<file path="src/rtl/eint_pkg.sv">
package eint_pkg;
  localparam int REG_ADDR_W = 2;

  typedef enum logic [REG_ADDR_W-1:0] {
    SEL_MODE = 2'd0,
    SEL_POL  = 2'd1,
    SEL_EN   = 2'd2,
    SEL_FLAG = 2'd3
  } reg_sel_e;
endpackage

</file>
<file path="src/rtl/eint_sync.sv">
// Multi-stage synchroniser for a vector of asynchronous pins.
// Stages reset to 1 so that idle-high pins give no spurious edge.
module eint_sync #(
  parameter int WIDTH  = 4,
  parameter int STAGES = 2
) (
  input  logic             clk,
  input  logic             rst,
  input  logic [WIDTH-1:0] async_in,
  output logic [WIDTH-1:0] sync_out
);
  logic [WIDTH-1:0] stage_q [STAGES];

  always_ff @(posedge clk) begin
    if (rst) stage_q[0] <= '1;
    else     stage_q[0] <= async_in;
  end

  for (genvar s = 1; s < STAGES; s++) begin : g_stage
    always_ff @(posedge clk) begin
      if (rst) stage_q[s] <= '1;
      else     stage_q[s] <= stage_q[s-1];
    end
  end

  assign sync_out = stage_q[STAGES-1];
endmodule

</file>
<file path="src/rtl/eint_channel.sv">
// One capture channel: edge/level detection and a sticky flag.
module eint_channel (
  input  logic clk,
  input  logic rst,
  input  logic sync_lvl,   // synchronised pin level
  input  logic edge_mode,  // 1 = edge, 0 = level
  input  logic rise_pol,   // 1 = rising/high, 0 = falling/low
  input  logic clr,        // write-1 clear strobe
  output logic flag,
  output logic hit,        // set condition this cycle
  output logic active      // pin at its active level
);
  logic prev_q;
  logic rise_seen;
  logic fall_seen;

  always_ff @(posedge clk) begin
    if (rst) prev_q <= 1'b1;
    else     prev_q <= sync_lvl;
  end

  assign rise_seen = sync_lvl & ~prev_q;
  assign fall_seen = ~sync_lvl & prev_q;
  assign active    = rise_pol ? sync_lvl : ~sync_lvl;

  always_comb begin
    if (edge_mode) hit = rise_pol ? rise_seen : fall_seen;
    else           hit = active;
  end

  // set has priority over clear (covers edge/clear collision and
  // level mode with the pin still asserted)
  always_ff @(posedge clk) begin
    if (rst)      flag <= 1'b0;
    else if (hit) flag <= 1'b1;
    else if (clr) flag <= 1'b0;
  end
endmodule

</file>
<file path="src/rtl/eint_regs.sv">
// Configuration registers, write-1-clear decode and registered read mux.
module eint_regs
  import eint_pkg::*;
#(
  parameter int WIDTH = 4
) (
  input  logic                  clk,
  input  logic                  rst,
  input  logic                  bus_wr,
  input  logic                  bus_rd,
  input  logic [REG_ADDR_W-1:0] bus_addr,
  input  logic [WIDTH-1:0]      bus_wdata,
  input  logic [WIDTH-1:0]      flags,
  output logic [WIDTH-1:0]      bus_rdata,
  output logic [WIDTH-1:0]      mode_q,
  output logic [WIDTH-1:0]      pol_q,
  output logic [WIDTH-1:0]      en_q,
  output logic [WIDTH-1:0]      clr_v
);
  reg_sel_e sel;
  logic [WIDTH-1:0] rd_mux;

  assign sel = reg_sel_e'(bus_addr);

  always_ff @(posedge clk) begin
    if (rst) begin
      mode_q <= '0;
      pol_q  <= '0;
      en_q   <= '0;
    end else if (bus_wr) begin
      case (sel)
        SEL_MODE: mode_q <= bus_wdata;
        SEL_POL:  pol_q  <= bus_wdata;
        SEL_EN:   en_q   <= bus_wdata;
        default:  ;
      endcase
    end
  end

  assign clr_v = (bus_wr && sel == SEL_FLAG) ? bus_wdata : '0;

  always_comb begin
    case (sel)
      SEL_MODE: rd_mux = mode_q;
      SEL_POL:  rd_mux = pol_q;
      SEL_EN:   rd_mux = en_q;
      default:  rd_mux = flags;
    endcase
  end

  always_ff @(posedge clk) begin
    if (rst)         bus_rdata <= '0;
    else if (bus_rd) bus_rdata <= rd_mux;
  end
endmodule

</file>
<file path="src/rtl/eint_capture.sv">
// Top: external interrupt pin capture unit.
module eint_capture #(
  parameter int NUM_PINS    = 4,
  parameter int SYNC_STAGES = 2
) (
  input  logic                clk,
  input  logic                rst,
  input  logic [NUM_PINS-1:0] pin_in,
  input  logic                bus_wr,
  input  logic                bus_rd,
  input  logic [1:0]          bus_addr,
  input  logic [NUM_PINS-1:0] bus_wdata,
  output logic [NUM_PINS-1:0] bus_rdata,
  output logic [NUM_PINS-1:0] irq_req,
  output logic                irq_any
);
  logic [NUM_PINS-1:0] sync_v;
  logic [NUM_PINS-1:0] mode_q;
  logic [NUM_PINS-1:0] pol_q;
  logic [NUM_PINS-1:0] en_q;
  logic [NUM_PINS-1:0] clr_v;
  logic [NUM_PINS-1:0] flag_q;
  logic [NUM_PINS-1:0] hit_v;
  logic [NUM_PINS-1:0] act_v;
  logic [NUM_PINS-1:0] gated;

  eint_sync #(.WIDTH(NUM_PINS), .STAGES(SYNC_STAGES)) u_sync (
    .clk(clk), .rst(rst), .async_in(pin_in), .sync_out(sync_v)
  );

  eint_regs #(.WIDTH(NUM_PINS)) u_regs (
    .clk(clk), .rst(rst), .bus_wr(bus_wr), .bus_rd(bus_rd),
    .bus_addr(bus_addr), .bus_wdata(bus_wdata), .flags(flag_q),
    .bus_rdata(bus_rdata), .mode_q(mode_q), .pol_q(pol_q),
    .en_q(en_q), .clr_v(clr_v)
  );

  for (genvar i = 0; i < NUM_PINS; i++) begin : g_chan
    eint_channel u_chan (
      .clk(clk), .rst(rst), .sync_lvl(sync_v[i]), .edge_mode(mode_q[i]),
      .rise_pol(pol_q[i]), .clr(clr_v[i]), .flag(flag_q[i]),
      .hit(hit_v[i]), .active(act_v[i])
    );
  end

  assign gated = flag_q & en_q;

  always_ff @(posedge clk) begin
    if (rst) begin
      irq_req <= '0;
      irq_any <= 1'b0;
    end else begin
      irq_req <= gated;
      irq_any <= |gated;
    end
  end
endmodule

</file>
<file path="config.mk">
export PLATFORM = sky130hd
export DESIGN_NAME = eint_capture
export DESIGN_NICKNAME = d
export VERILOG_FILES = /design/src/rtl/eint_pkg.sv /design/src/rtl/eint_sync.sv /design/src/rtl/eint_channel.sv /design/src/rtl/eint_regs.sv /design/src/rtl/eint_capture.sv
export SDC_FILE = /design/constraint.sdc
export NUM_CORES = 1
export LEC_CHECK = 0
export ABC_AREA = 1
export BUFFER_PORTS_ARGS = -buffer_cell sky130_fd_sc_hd__buf_4
export CAP_MARGIN = 20
export CORE_MARGIN = 2
export CORE_UTILIZATION = 54
export DETAILED_ROUTE_END_ITERATION = 10
export PLACE_DENSITY_LB_ADDON = 0.3
export SYNTH_ARGS = -nofsm -noshare
export SYNTH_HDL_FRONTEND = slang
export SYNTH_SLANG_ARGS = --single-unit
</file>
<file path="constraint.sdc">
create_clock -name clk -period 1.2 [get_ports clk]
set_input_delay 0.12 -clock clk [delete_from_list [all_inputs] [get_ports clk]]
set_output_delay 0.12 -clock clk [all_outputs]
set_load 0.1 [all_outputs]
</file>
Word level (Yosys, flattened, before mapping)

Memory sizes are Yosys's and may differ from the RTL's.
Index checks and enable logic that the tools add are counted.

Multiplexer cells: 27
Equal/unequal tests: 3
Bitwise operators: 19
Reductions and logical operators: 10

Operators with widths:

| kind                 | count |
|---|---|
| $mux W1              | 23 |
| $mux W4              | 3 |
| $pmux W4 S3          | 1 |
| $and A1 B1 Y1        | 8 |
| $not A1 Y1           | 8 |
| $reduce_bool A2 Y1   | 4 |
| $reduce_and A2 Y1    | 3 |
| $and A4 B4 Y4        | 1 |
| $eq A2 B2 Y1 const B | 2 |
| $reduce_or A4 Y1     | 1 |
| $eq A2 B1 Y1 const B | 1 |
| $logic_not A2 Y1     | 1 |
| $or A1 B1 Y1         | 2 |
| $logic_and A1 B1 Y1  | 1 |

Input bits: 14
Memory bits (writable): 8
Output and inout bits: 9
Memories: 1
Logic and storage cells: 74
Flip-flop bits (word level): 29

Memories:

| memory         | depth | width | rd ports | clocked after Yosys merged registers in | wr ports | line            | RTL |
|---|---|---|---|---|---|---|---|
| u_sync.stage_q | 2     | 4     | 2        | 0                                       | 2        | eint_sync.sv:12 | `logic [WIDTH-1:0] stage_q [STAGES];` |

Depth between registers and ports, before layout

Gate-level depths: netlist of the first run.

Word-level depth: 5
Mapped depth: 6
Gate-level depth less buffers: 5

Cells and area by module

From an unflattened synthesis of the first run, not the netlist that was laid out.

Cell total of the unflattened synthesis: 219
Area, all modules: 1561.5 µm²

By module, submodules not included:

| module       | seq. area each (µm²) | cells an instance | instances | area each (µm²) |
|---|---|---|---|---|
| eint_regs    | 320.3                | 109               | 1         | 767.0 |
| eint_channel | 40.0                 | 17                | 4         | 106.4 |
| eint_sync    | 160.2                | 25                | 1         | 224.0 |
| eint_capture | 100.1                | 17                | 1         | 145.1 |

Worst setup path after synthesis of the first run

Ideal clock, no wire load.

Kind: flip-flop to flip-flop
From: register, netlist name u_regs.bus_rdata[2]
To: register u_regs.bus_rdata[2]
Stages on the path, launching flop included: 3
Library setup time: 71 ps
Buffers on the path: 0
Data arrival time: 1199 ps
Data required time: 1129 ps
Period minus slack after synthesis: 1270 ps
Setup slack: -70 ps
Cell sequence: dfxtp_1 -> o21ai_0 -> a21oi_1

RTL lines:

| item                 | line            | RTL |
|---|---|---|
| to (signal assigned) | eint_regs.sv:53 | `else if (bus_rd) bus_rdata <= rd_mux;` |
| to (decl)            | eint_regs.sv:14 | `output logic [WIDTH-1:0] bus_rdata,` |

Worst setup path after layout of the first run

From: register u_regs.bus_rdata[0]
To: output port bus_rdata[0]

RTL lines:

| item      | line               | RTL |
|---|---|---|
| to (decl) | eint_capture.sv:13 | `output logic [NUM_PINS-1:0] bus_rdata,` |

No word-level cell between the ends.

==> impl_summary.txt, run 1 <==
----------------------------------------------------
[Hold path]
  Path type of the worst min-delay path ... input port to flop

[Routing]
  Number of iterations in the first detailed-routing pass ... 4
  DR iter-0 viols ... 28
  Vias post-DR ... 1222
  Remaining DRCs ... 0
  Residual antenna-violating net count after detailed routing ... 0
  Via/cell ratio ... 5.16
  Routed length per placed instance ... 11.2 um
  Final Routed Wirelength ... 2.65 mm

[Placement]
  Number of buffers inserted by port buffering ... 22
  Placed wire-length estimate ... 1.97 mm
  Placer congestion estimate ... 0.841
  Placed insts ... 224

[Power]
  Peak supply drop ... 0.990 mV
  Switching part of the total power ... 26.2%
  Leakage power figure ... 0.710 nW
  PD cells ... 1370 mW/mm^2
  Switching power total ... 617 uW
  Cell internal pwr ... 1.74 mW
  Post-layout power ... 2.36 mW
  Logic gate share of total power ... 13.0%
  Seq pwr share ... 56.4%
  Clock Power Share ... 30.6%

[Setup path]
  Kind of start point of the critical path ... flop
  Critical path arrival ... 0.96 ns
  Critical path's top delay family ... flip-flops
  Type of element capturing the critical path ... output port
  Chain of cells forming the critical path ... buf_4
  Maximum fanout along the worst path ... 2
  Count of buffering cells on the critical path with inverters included ... 1
  Critical path's largest stage delay ... 0.34 ns
  Critical path required time ... 1.08 ns
  FF-to-FF setup slack ... 0.27 ns
  Kind of critical path ... flop to output port
  Critical path's slowest cell ... dfxtp_2

[Global routing]
  Total global-route track usage ... 19.3%
  Initial antenna violation count ... 0
  Number of global-route vias before repair ... 1066
  Largest net degree at the start of global routing ... 26
  Global route total overflow ... 0
  Wire length of the first global-routing pass ... 4.56 mm

[Final layout]
  Filler cells ... 207
  Most common library cell in the layout ignoring fill and taps ... dfxtp_1
  Layout Nets ... 220
  Antenna diodes ... 0
  Proportion of layout cells with a drive suffix above 1 ... 20.8%
  Fraction of the core area covered by cells at the end of the flow ... 69.3%
  Area used by sequential logic in the layout ... 746 sq um
  Commonest non-fill, non-tap cells in the layout ... dfxtp_1, nand2_1, buf_4, a21oi_1, nor2_1
  Layout area overhead ... 21.0%
  Area of the multi-input gates ... 584 sq um
  Final cell count without fillers ... 237

[CTS]
  Cts repair resizes ... 0
  TritonCTS clock tree ... done
  Total number of clock tree sinks ... 37
  CTS clk-pin slew, worst paths ... 0.10 ns
  H-tree Lvls ... 2
  Clock network latency to the later pin of the worst-skew pair ... 0.34 ns
  Root cell of the clock tree ... clkbuf_4
  Deepest clock path buffer count ... 2
  Total CTS buffers ... 5

[Synth]
  Post-synthesis sequential area ratio ... 52.2%
  Synth warn ... 0
  Post-synthesis net count ... 191
  Count of mapped cells out of synthesis ... 177
  #FFs+latches synth ... 37
  Number of different library cells in the post-synthesis netlist ... 20
  Synthesized area ... 0.00142 sq mm
  Syn_area_per_cell ... 8.02 sq um

[Timing]
  Final total negative setup slack ... 0 ns
  Number of failing hold endpoints at the final stage ... 0
  Layout Skew ... 0.00507 ns
  Max Clock Freq ... 926 MHz
  Number of failing setup endpoints in the final timing report ... 0
  Minimum clock period after layout ... 1.08 ns
  Final count of pins violating max slew ... 0
  Unrepaired setup endpoints after global routing ... no
  Min Hold Slack ... 0.0747 ns
  Final critical-path share of the clock period ... 90.0%
  Worst max-slew margin expressed relative to the limit ... 81.6%
  Slew of the pin with the lowest slew margin ... 0.279 ns

[Job]
  Number of maximum-capacitance constraint violations ... 0

[Floorplan]
  Core area ... 0.00248 sq mm
  Die Ht ... 55.3 um
  FP Rows ... 18
  Effective utilization at floorplan ... 57.3%
  X dimension of the die ... 55.3 um
  Die outline area ... 0.00305 sq mm
  Count of boundary I/O pins ... 23

[Status]
  Result of the run ... completed

----------------------------------------------------
==> final timing paths <==
| check | startpoint | end | cells past startpoint |
|---|---|---|---|
| max | u_regs.bus_rdata[0]$_SDFFE_PP0P_ | bus_rdata[0] | 1 |
| min | bus_wdata[2] | u_regs.pol_q[2]$_SDFFE_PP0P_ | 3 |
| max reg2reg | u_regs.mode_q[3]$_SDFFE_PP0P_ | g_chan[3].u_chan.flag$_SDFFE_PP0P_ | 5 |
| min reg2reg | u_sync.stage_q[0][2]$_SDFF_PP1_ | u_sync.stage_q[1][2]$_SDFF_PP1_ | 1 |
==> cells by family after synthesis <==
| logic type | Yosys count | synth area share (%) |
|---|---|---|
| and+or+nand+nor | 76 | 26.1 |
| AOI/OAI and AO/OA | 42 | 15.1 |
| buffers and inverters | 22 | 6.61 |
| DFF | 37 | 52.2 |
==> per-layer routing <==
layer	global-route usage (%)	part of all wire, %	vias up
met5	0	0	-
met2	32.0	49	31
met4	8.36	1.6	0
met3	7.73	4.8	5
met1	22.0	45	552
li1	-	-	634
==> power groups by stage <==
stage          Sequential (mW)  Clock (mW)  Combinational (mW)
4_1_cts                   1.33       0.749               0.307
2_1_floorplan             1.42           0               0.143
3_5_place_dp              1.36           0               0.294
3_3_place_gp              1.35           0               0.288
6_report                  1.33       0.721               0.306
5_1_grt                   1.34       0.812               0.339
==> final cells by class <==
class	instances	area share, %
Multi-Input combinational cell	118	34.0
Clock buffer	7	3.79
Timing Repair Buffer	27	12.5
Clock inverter	1	0.292
Sequential cell	37	43.4
Inverter	17	3.72
Tap cell	30	2.19
==> state kept, by name (all words and copies together), names as in the netlist <==
name and cells:
g_chan.u_chan.flag 4, u_regs.bus_rdata 4, irq_any 1, u_regs.pol_q 4, g_chan.u_chan.prev_q 4, u_sync.stage_q 8
irq_req 4, u_regs.mode_q 4, u_regs.en_q 4
==> synth_stat cells <==
cell type / count / area (sq um)
dfxtp_1: 37 / 741
nand2_1: 27 / 101
a21oi_1: 20 / 100
nor2_1: 18 / 67.6
inv_1: 13 / 48.8
nand3_1: 12 / 60.1
o21ai_1: 12 / 60.1
or2_1: 12 / 75.1
o21ai_0: 9 / 45.0
clkbuf_1: 3 / 11.3
inv_2: 3 / 11.3
nand3_2: 2 / 20.0
nor2_4: 2 / 22.5
a41oi_1: 1 / 8.76
buf_4: 1 / 7.51
buf_6: 1 / 11.3
clkinv_1: 1 / 3.75
nand2_2: 1 / 6.26
nand2_4: 1 / 11.3
or2_0: 1 / 6.26
==> through the flow <==
step	area [sq um]	worst slack, ns
detailed placement	1600	0.262
floorplan	1420	0.171
finish	1720	0.120
global placement	1600	0.285
CTS	1720	0.106
global route	1720	0.0637
==> what timing repair did <==
action	4_1_cts	5_1_grt
hold buffers	5	0
endpoints found under the hold margin	5	0
setup buffers	0	0
(Power assumes the default switching activity.)
==> inputs of run 2 (changes only) <==
CORE_UTILIZATION = 58   (was 54)
clock period = 1.35 ns   (was 1.2 ns; I/O delays follow)
==> run 2 against run 1 <==
  * Non-clock buffer count unchanged
  * Combinational power down 9.2%
  * Wire length up 9.3%
  * Cell count down 0.84%
  * Clock-buffer cell count down 2
  * Die area down 6.4%
  * Clock power up 30%
  * Global-route usage up 4.1 points
  * Final area up 1.5%
  * First-iteration DRC count up 64%
  * Highest routed layer unchanged
==> impl_summary.txt, run 2 (synthesized netlist as in run 1, its figures left out) <==
----------------------------------------------------
[CTS]
  Root cell of the clock tree ... clkbuf_4
  TritonCTS clock tree ... done
  CTS clk-pin slew, worst paths ... 0.11 ns (about the same)
  Deepest clock path buffer count ... 2 (unchanged)
  H-tree Lvls ... 2 (unchanged)
  Clock network latency to the later pin of the worst-skew pair ... 0.33 ns (about the same)
  Buffer count from post-CTS setup fixing ... 0 (unchanged)
  Total number of clock tree sinks ... 37 (unchanged)
  Total CTS buffers ... 5 (unchanged)

[Setup path]
  Kind of start point of the critical path ... flop
  Worst setup path startpoint ... u_regs.bus_rdata[3]$_SDFFE_PP0P_
  Critical path's top delay family ... flip-flops
  Critical path required time ... 1.22 ns (+0.14 ns)
  RR Startpoint ... u_regs.mode_q[1]$_SDFFE_PP0P_
  Worst-case reg-to-reg path depth ... 5 (unchanged)
  Capturing point of the worst reg2reg path ... g_chan[1].u_chan.flag$_SDFFE_PP0P_
  Type of element capturing the critical path ... output port
  Critical path's slowest cell ... dfxtp_1
  Kind of critical path ... flop to output port
  Critical path's largest stage delay ... 0.35 ns (about the same)
  Count of buffering cells on the critical path with inverters included ... 1 (unchanged)
  Maximum fanout along the worst path ... 2 (unchanged)
  Chain of cells forming the critical path ... buf_4
  Critical path arrival ... 0.97 ns (about the same)
  FF-to-FF setup slack ... 0.38 ns (+0.11 ns)

[Power]
  Leakage power figure ... 0.722 nW (+1.7%)
  PD cells ... 1370 mW/mm^2 (+0.10%)
  Peak supply drop ... 1.10 mV (+11%)
  Post-layout power ... 2.39 mW (+1.6%)

[Final layout]
  Layout Nets ... 220 (unchanged)
  Largest Register ... u_sync.stage_q
  Largest register FFs ... 8 (unchanged)
  Cell area after layout ... 0.00174 sq mm (+1.5%)
  Final cell count without fillers ... 235 (-0.84%)
  Commonest non-fill, non-tap cells in the layout ... dfxtp_1, nand2_1, buf_4, a21oi_1, nor2_1
  Layout area overhead ... 22.8%
  Antenna diodes ... 0 (unchanged)
  Proportion of layout cells with a drive suffix above 1 ... 18.8% (-1.9 points)
  Most common library cell in the layout ignoring fill and taps ... dfxtp_1

[Floorplan]
  Die Ht ... 53.5 um (-3.3%)
  Core area ... 0.00225 sq mm (-9.0%)
  FP Rows ... 17 (-1)
  Count of boundary I/O pins ... 23 (unchanged)
  X dimension of the die ... 53.5 um (-3.3%)
  Die outline area ... 0.00286 sq mm (-6.4%)
  Effective utilization at floorplan ... 62.9% (+5.7 points)

[Timing]
  Final count of pins violating max slew ... 0 (unchanged)
  Minimum clock period after layout ... 1.11 ns
  Final total negative setup slack ... 0 ns (unchanged)
  Final critical-path share of the clock period ... 81.9%
  Slew of the pin with the lowest slew margin ... 0.279 ns (-0.000193 ns)
  Number of failing hold endpoints at the final stage ... 0 (unchanged)
  Worst max-slew margin expressed relative to the limit ... 81.6% (about the same)
  Max Clock Freq ... 905 MHz
  Unrepaired setup endpoints after global routing ... no
  Layout Skew ... 0.00987 ns (+0.00480 ns)
  Number of failing setup endpoints in the final timing report ... 0 (unchanged)

[Routing]
  Remaining DRCs ... 0 (unchanged)
  Vias post-DR ... 1251 (+2.4%)
  Final Routed Wirelength ... 2.90 mm (+9.3%)
  Via/cell ratio ... 5.32 (+3.2%)
  Residual antenna-violating net count after detailed routing ... 0 (unchanged)
  Routed length per placed instance ... 12.3 um (+10%)
  Number of iterations in the first detailed-routing pass ... 4 (unchanged)
  DR iter-0 viols ... 46 (+64%)

[Status]
  Result of the run ... completed

[Global routing]
  Total global-route track usage ... 23.5% (+4.1 points)
  Wire length of the first global-routing pass ... 4.70 mm (+3.0%)
  Largest net degree at the start of global routing ... 26 (unchanged)
  Global route total overflow ... 0 (unchanged)
  Initial antenna violation count ... 0 (unchanged)
  Number of global-route vias before repair ... 1108 (+3.9%)

[Placement]
  Placed wire-length estimate ... 2.11 mm (+7.2%)
  Cell Area, Placed ... 0.00159 sq mm (-0.47%)
  Number of buffers inserted by port buffering ... 22 (unchanged)
  Placed insts ... 222 (-0.89%)
  Placer congestion estimate ... 0.925 (+10%)

[Hold path]
  Worst hold path depth ... 3 (unchanged)
  Worst Min Path Start ... bus_wdata[3]
  Path type of the worst min-delay path ... input port to flop
  Worst hold path endpoint ... u_regs.pol_q[3]$_SDFFE_PP0P_

[Job]
  Number of maximum-capacitance constraint violations ... 0 (unchanged)

----------------------------------------------------
[run 2: cell types whose count changed in the layout (fill, tap and decap cells not counted)]
cell / delta
dfxtp_1: +4
clkbuf_8: -2
bufinv_16: +2
dfxtp_2: -4
[run 2: how the worst max path moves through the flow]
stage	to	slack [ns]	cells past startpoint
2_1_floorplan	u_regs.bus_rdata[2]$_SDFFE_PP0P_	0.08	2
3_3_place_gp	u_regs.pol_q[0]$_SDFFE_PP0P_	0.44	5
3_5_place_dp	u_regs.pol_q[2]$_SDFFE_PP0P_	0.39	5
4_1_cts	bus_rdata[0]	0.24	1
5_1_grt	bus_rdata[2]	0.20	1
6_report	bus_rdata[3]	0.24	1
[run 2: per-stage QoR]
step           setup WS (ns)  hold WS [ns]  util, %
2_1_floorplan         0.0802         0.229        -
3_3_place_gp           0.437         0.315     70.5
3_5_place_dp           0.386         0.322     70.5
4_1_cts                0.238        0.0880     77.2
5_1_grt                0.197        0.0982     77.2
6_report               0.245        0.0920     77.2
[run 2: cell type report]
type / count / area, sq um
clock buffers: 5 / 37.5
clock inverters: 3 / 65.1
fillers: 168 / 513
inverters: 17 / 63.8
multi-input cells: 118 / 584
flip-flops and latches: 37 / 741
well taps: 28 / 35.0
repair buffers: 27 / 215
[run 2: where the power goes]
group,internal [mW],switching (mW)
logic,0.0984,0.180
clock network,0.573,0.360
registers,1.14,0.0365
[run 2: what timing repair did]
| item | CTS | global route |
|---|---|---|
| hold buffers | 5 | 0 |
| hold endpoints to repair | 5 | 0 |
| resized for setup | 0 | 0 |
[run 2: layer usage]
metal  GRT usage (%)  part of all wire [%]  vias up
met1            25.4                    42      569
met2            41.2                    51       36
met3            6.78                   4.1       13
li1                -                     -      633
met5               0                     0        -
met4            11.5                   2.5        0
==> inputs of run 3 (changes only) <==
CORE_UTILIZATION = 49   (was 58)
clock period = 0.89 ns   (was 1.35 ns; I/O delays follow)
==> run 3 against run 2 <==
  * The run now ends with setup timing left
  * Worst hold slack lost 0.056 ns
  * Register-to-register slack worse by 0.43 ns
  * Utilization down 8.4 points
  * Worst setup slack got worse by 0.33 ns
  * Die area increased by 17%
  * Flip-flop and latch count unchanged
  * Wire length grew 0.14%
  * Clock skew up 0.0066 ns
  * Final area up 9.0%
  * Critical path type unchanged
==> impl_summary.txt, run 3 (synthesized netlist as in run 1, its figures left out) <==
----------------------------------------------------
[Placement]
  Placed wire-length estimate ... 2.03 mm (-3.7%)
  Placed insts ... 226 (+1.8%)
  Post-place setup slack ... -0.0342 ns (-0.421 ns)
  Number of buffers inserted by port buffering ... 22 (unchanged)
  Placer congestion estimate ... 0.869 (-6.0%)
  Cell Area, Placed ... 0.00162 sq mm (+1.9%)

[Timing]
  Final count of pins violating max slew ... 0 (unchanged)
  Number of failing hold endpoints at the final stage ... 0 (unchanged)
  Max Clock Freq ... 1030 MHz
  Layout Skew ... 0.0164 ns (+0.00658 ns)
  Minimum clock period after layout ... 0.974 ns
  Unrepaired setup endpoints after global routing ... yes
  Setup slack of the critical path after layout ... -0.0840 ns (-0.329 ns)
  Worst max-slew margin expressed relative to the limit ... 85.5% (+3.9 points)
  Final critical-path share of the clock period ... 109%
  Number of failing setup endpoints in the final timing report ... 10 (+10)
  Slew of the pin with the lowest slew margin ... 0.215 ns (-0.0633 ns)

[Routing]
  DR iter-0 viols ... 46 (unchanged)
  Number of iterations in the first detailed-routing pass ... 4 (unchanged)
  Via/cell ratio ... 5.19 (-2.5%)
  Vias post-DR ... 1256 (+0.40%)
  Residual antenna-violating net count after detailed routing ... 0 (unchanged)
  Routed length per placed instance ... 12.0 um (-2.8%)
  Final Routed Wirelength ... 2.90 mm (+0.14%)
  Remaining DRCs ... 0 (unchanged)

[CTS]
  Root cell of the clock tree ... clkbuf_4
  Total CTS buffers ... 5 (unchanged)
  TritonCTS clock tree ... done
  H-tree Lvls ... 2 (unchanged)
  Clock network latency to the later pin of the worst-skew pair ... 0.34 ns (about the same)
  Deepest clock path buffer count ... 2 (unchanged)
  CTS clk-pin slew, worst paths ... 0.11 ns (about the same)
  Total number of clock tree sinks ... 37 (unchanged)

[Hold path]
  Worst hold path endpoint ... u_regs.en_q[2]$_SDFFE_PP0P_
  Worst Min Path Start ... bus_wdata[2]
  Worst hold path depth ... 3 (unchanged)
  Path type of the worst min-delay path ... input port to flop

[Setup path]
  Count of buffering cells on the critical path with inverters included ... 1 (unchanged)
  Capturing point of the worst reg2reg path ... u_regs.bus_rdata[1]$_SDFFE_PP0P_
  Worst-case reg-to-reg path depth ... 4 (-1)
  Worst setup path startpoint ... u_regs.bus_rdata[2]$_SDFFE_PP0P_
  RR Startpoint ... u_regs.en_q[1]$_SDFFE_PP0P_
  Type of element capturing the critical path ... output port
  Critical path arrival ... 0.88 ns (-0.09 ns)
  Maximum fanout along the worst path ... 2 (unchanged)
  Critical path's top delay family ... flip-flops
  Kind of start point of the critical path ... flop
  FF-to-FF setup slack ... -0.05 ns (-0.43 ns)
  Chain of cells forming the critical path ... buf_12
  Critical path's largest stage delay ... 0.37 ns (+0.02 ns)
  Critical path's slowest cell ... dfxtp_2
  Critical path required time ... 0.80 ns (-0.42 ns)
  Kind of critical path ... flop to output port

[Power]
  Peak supply drop ... 1.34 mV (+21%)
  Leakage power figure ... 0.759 nW (+5.1%)
  PD cells ... 1630 mW/mm^2 (+19%)

[Final layout]
  Layout area overhead ... 33.8%
  Largest Register ... u_sync.stage_q
  Most common library cell in the layout ignoring fill and taps ... nand2_1
  Antenna diodes ... 0 (unchanged)
  Cell area after layout ... 0.00190 sq mm (+9.0%)
  Largest register FFs ... 8 (unchanged)
  Proportion of layout cells with a drive suffix above 1 ... 32.2% (+13 points)
  Final cell count without fillers ... 242 (+3.0%)
  Commonest non-fill, non-tap cells in the layout ... nand2_1, dfxtp_1, o21ai_1, a21oi_1, nor2_1
  Fraction of the core area covered by cells at the end of the flow ... 68.8% (-8.4 points)
  Area of the multi-input gates ... 613 sq um (+4.9%)
  Filler cells ... 236 (+40%)
  Layout Nets ... 224 (+1.8%)
  Area used by sequential logic in the layout ... 772 sq um (+4.2%)

[Status]
  Violated checks ... setup timing
  Result of the run ... complete, but fails checks

[Floorplan]
  Die Ht ... 57.8 um (+8.1%)
  Core area ... 0.00276 sq mm (+22%)
  Effective utilization at floorplan ... 51.5% (-11 points)
  Count of boundary I/O pins ... 23 (unchanged)
  X dimension of the die ... 57.8 um (+8.1%)
  FP Rows ... 19 (+2)
  Die outline area ... 0.00334 sq mm (+17%)

[Global routing]
  Wire length of the first global-routing pass ... 4.82 mm (+2.5%)
  Number of global-route vias before repair ... 1137 (+2.6%)
  Global route total overflow ... 0 (unchanged)
  Largest net degree at the start of global routing ... 26 (unchanged)
  Initial antenna violation count ... 0 (unchanged)
  Total global-route track usage ... 19.2% (-4.3 points)

[Job]
  Number of maximum-capacitance constraint violations ... 0 (unchanged)

----------------------------------------------------
==> run 3: worst max path at each step <==
stage,end,slack (ns),cells after the start
after CTS,bus_rdata[2],-0.09,1
final,bus_rdata[2],-0.08,1
after global routing,bus_rdata[2],-0.13,1
after global placement,g_chan[1].u_chan.flag$_SDFFE_PP0P_,0.01,5
after detailed placement,g_chan[1].u_chan.flag$_SDFFE_PP0P_,-0.03,5
after floorplan,u_regs.bus_rdata[2]$_SDFFE_PP0P_,-0.06,2
==> run 3: where the power goes <==
group	leakage, nW	switching (mW)	internal [mW]
clock network	0.0265	0.501	0.315
registers	0.312	0.0655	1.73
logic	0.420	0.279	0.203
total	0.759	0.846	2.25
==> run 3: final cells by class <==
| type | instances | share of cell area (%) |
|---|---|---|
| clock buffer | 8 | 2.57 |
| inverter | 17 | 3.36 |
| multi-input combinational | 118 | 32.3 |
| sequential | 37 | 40.7 |
| tap | 31 | 2.04 |
| timing repair buffer | 31 | 19.1 |
==> run 3: what timing repair did <==
item,CTS,global route
gates resized for setup,33,22
endpoints found under the setup margin,13,16
setup buffers,1,2
endpoints found under the hold margin,5,0
pin swaps,0,10
hold buffers,5,0
==> run 3: stage by stage <==
| stage | hold slack, ns | total power [mW] | setup TNS (ns) |
|---|---|---|---|
| 2_1_floorplan | 0.176 | 2.10 | -0.0602 |
| 3_3_place_gp | 0.267 | 2.21 | 0 |
| 3_5_place_dp | 0.270 | 2.23 | -0.0578 |
| 4_1_cts | 0.0378 | 3.09 | -0.667 |
| 5_1_grt | 0.0350 | 3.26 | -1.03 |
| 6_report | 0.0356 | 3.10 | -0.674 |
==> run 3: per-layer routing <==
metal  up-vias  track usage, %  wire, um
met2        54            34.6      1490
met3         4            6.92       185
met5         -               0         0
li1        641               -         -
met4         0            7.64        31
met1       557            20.3      1200
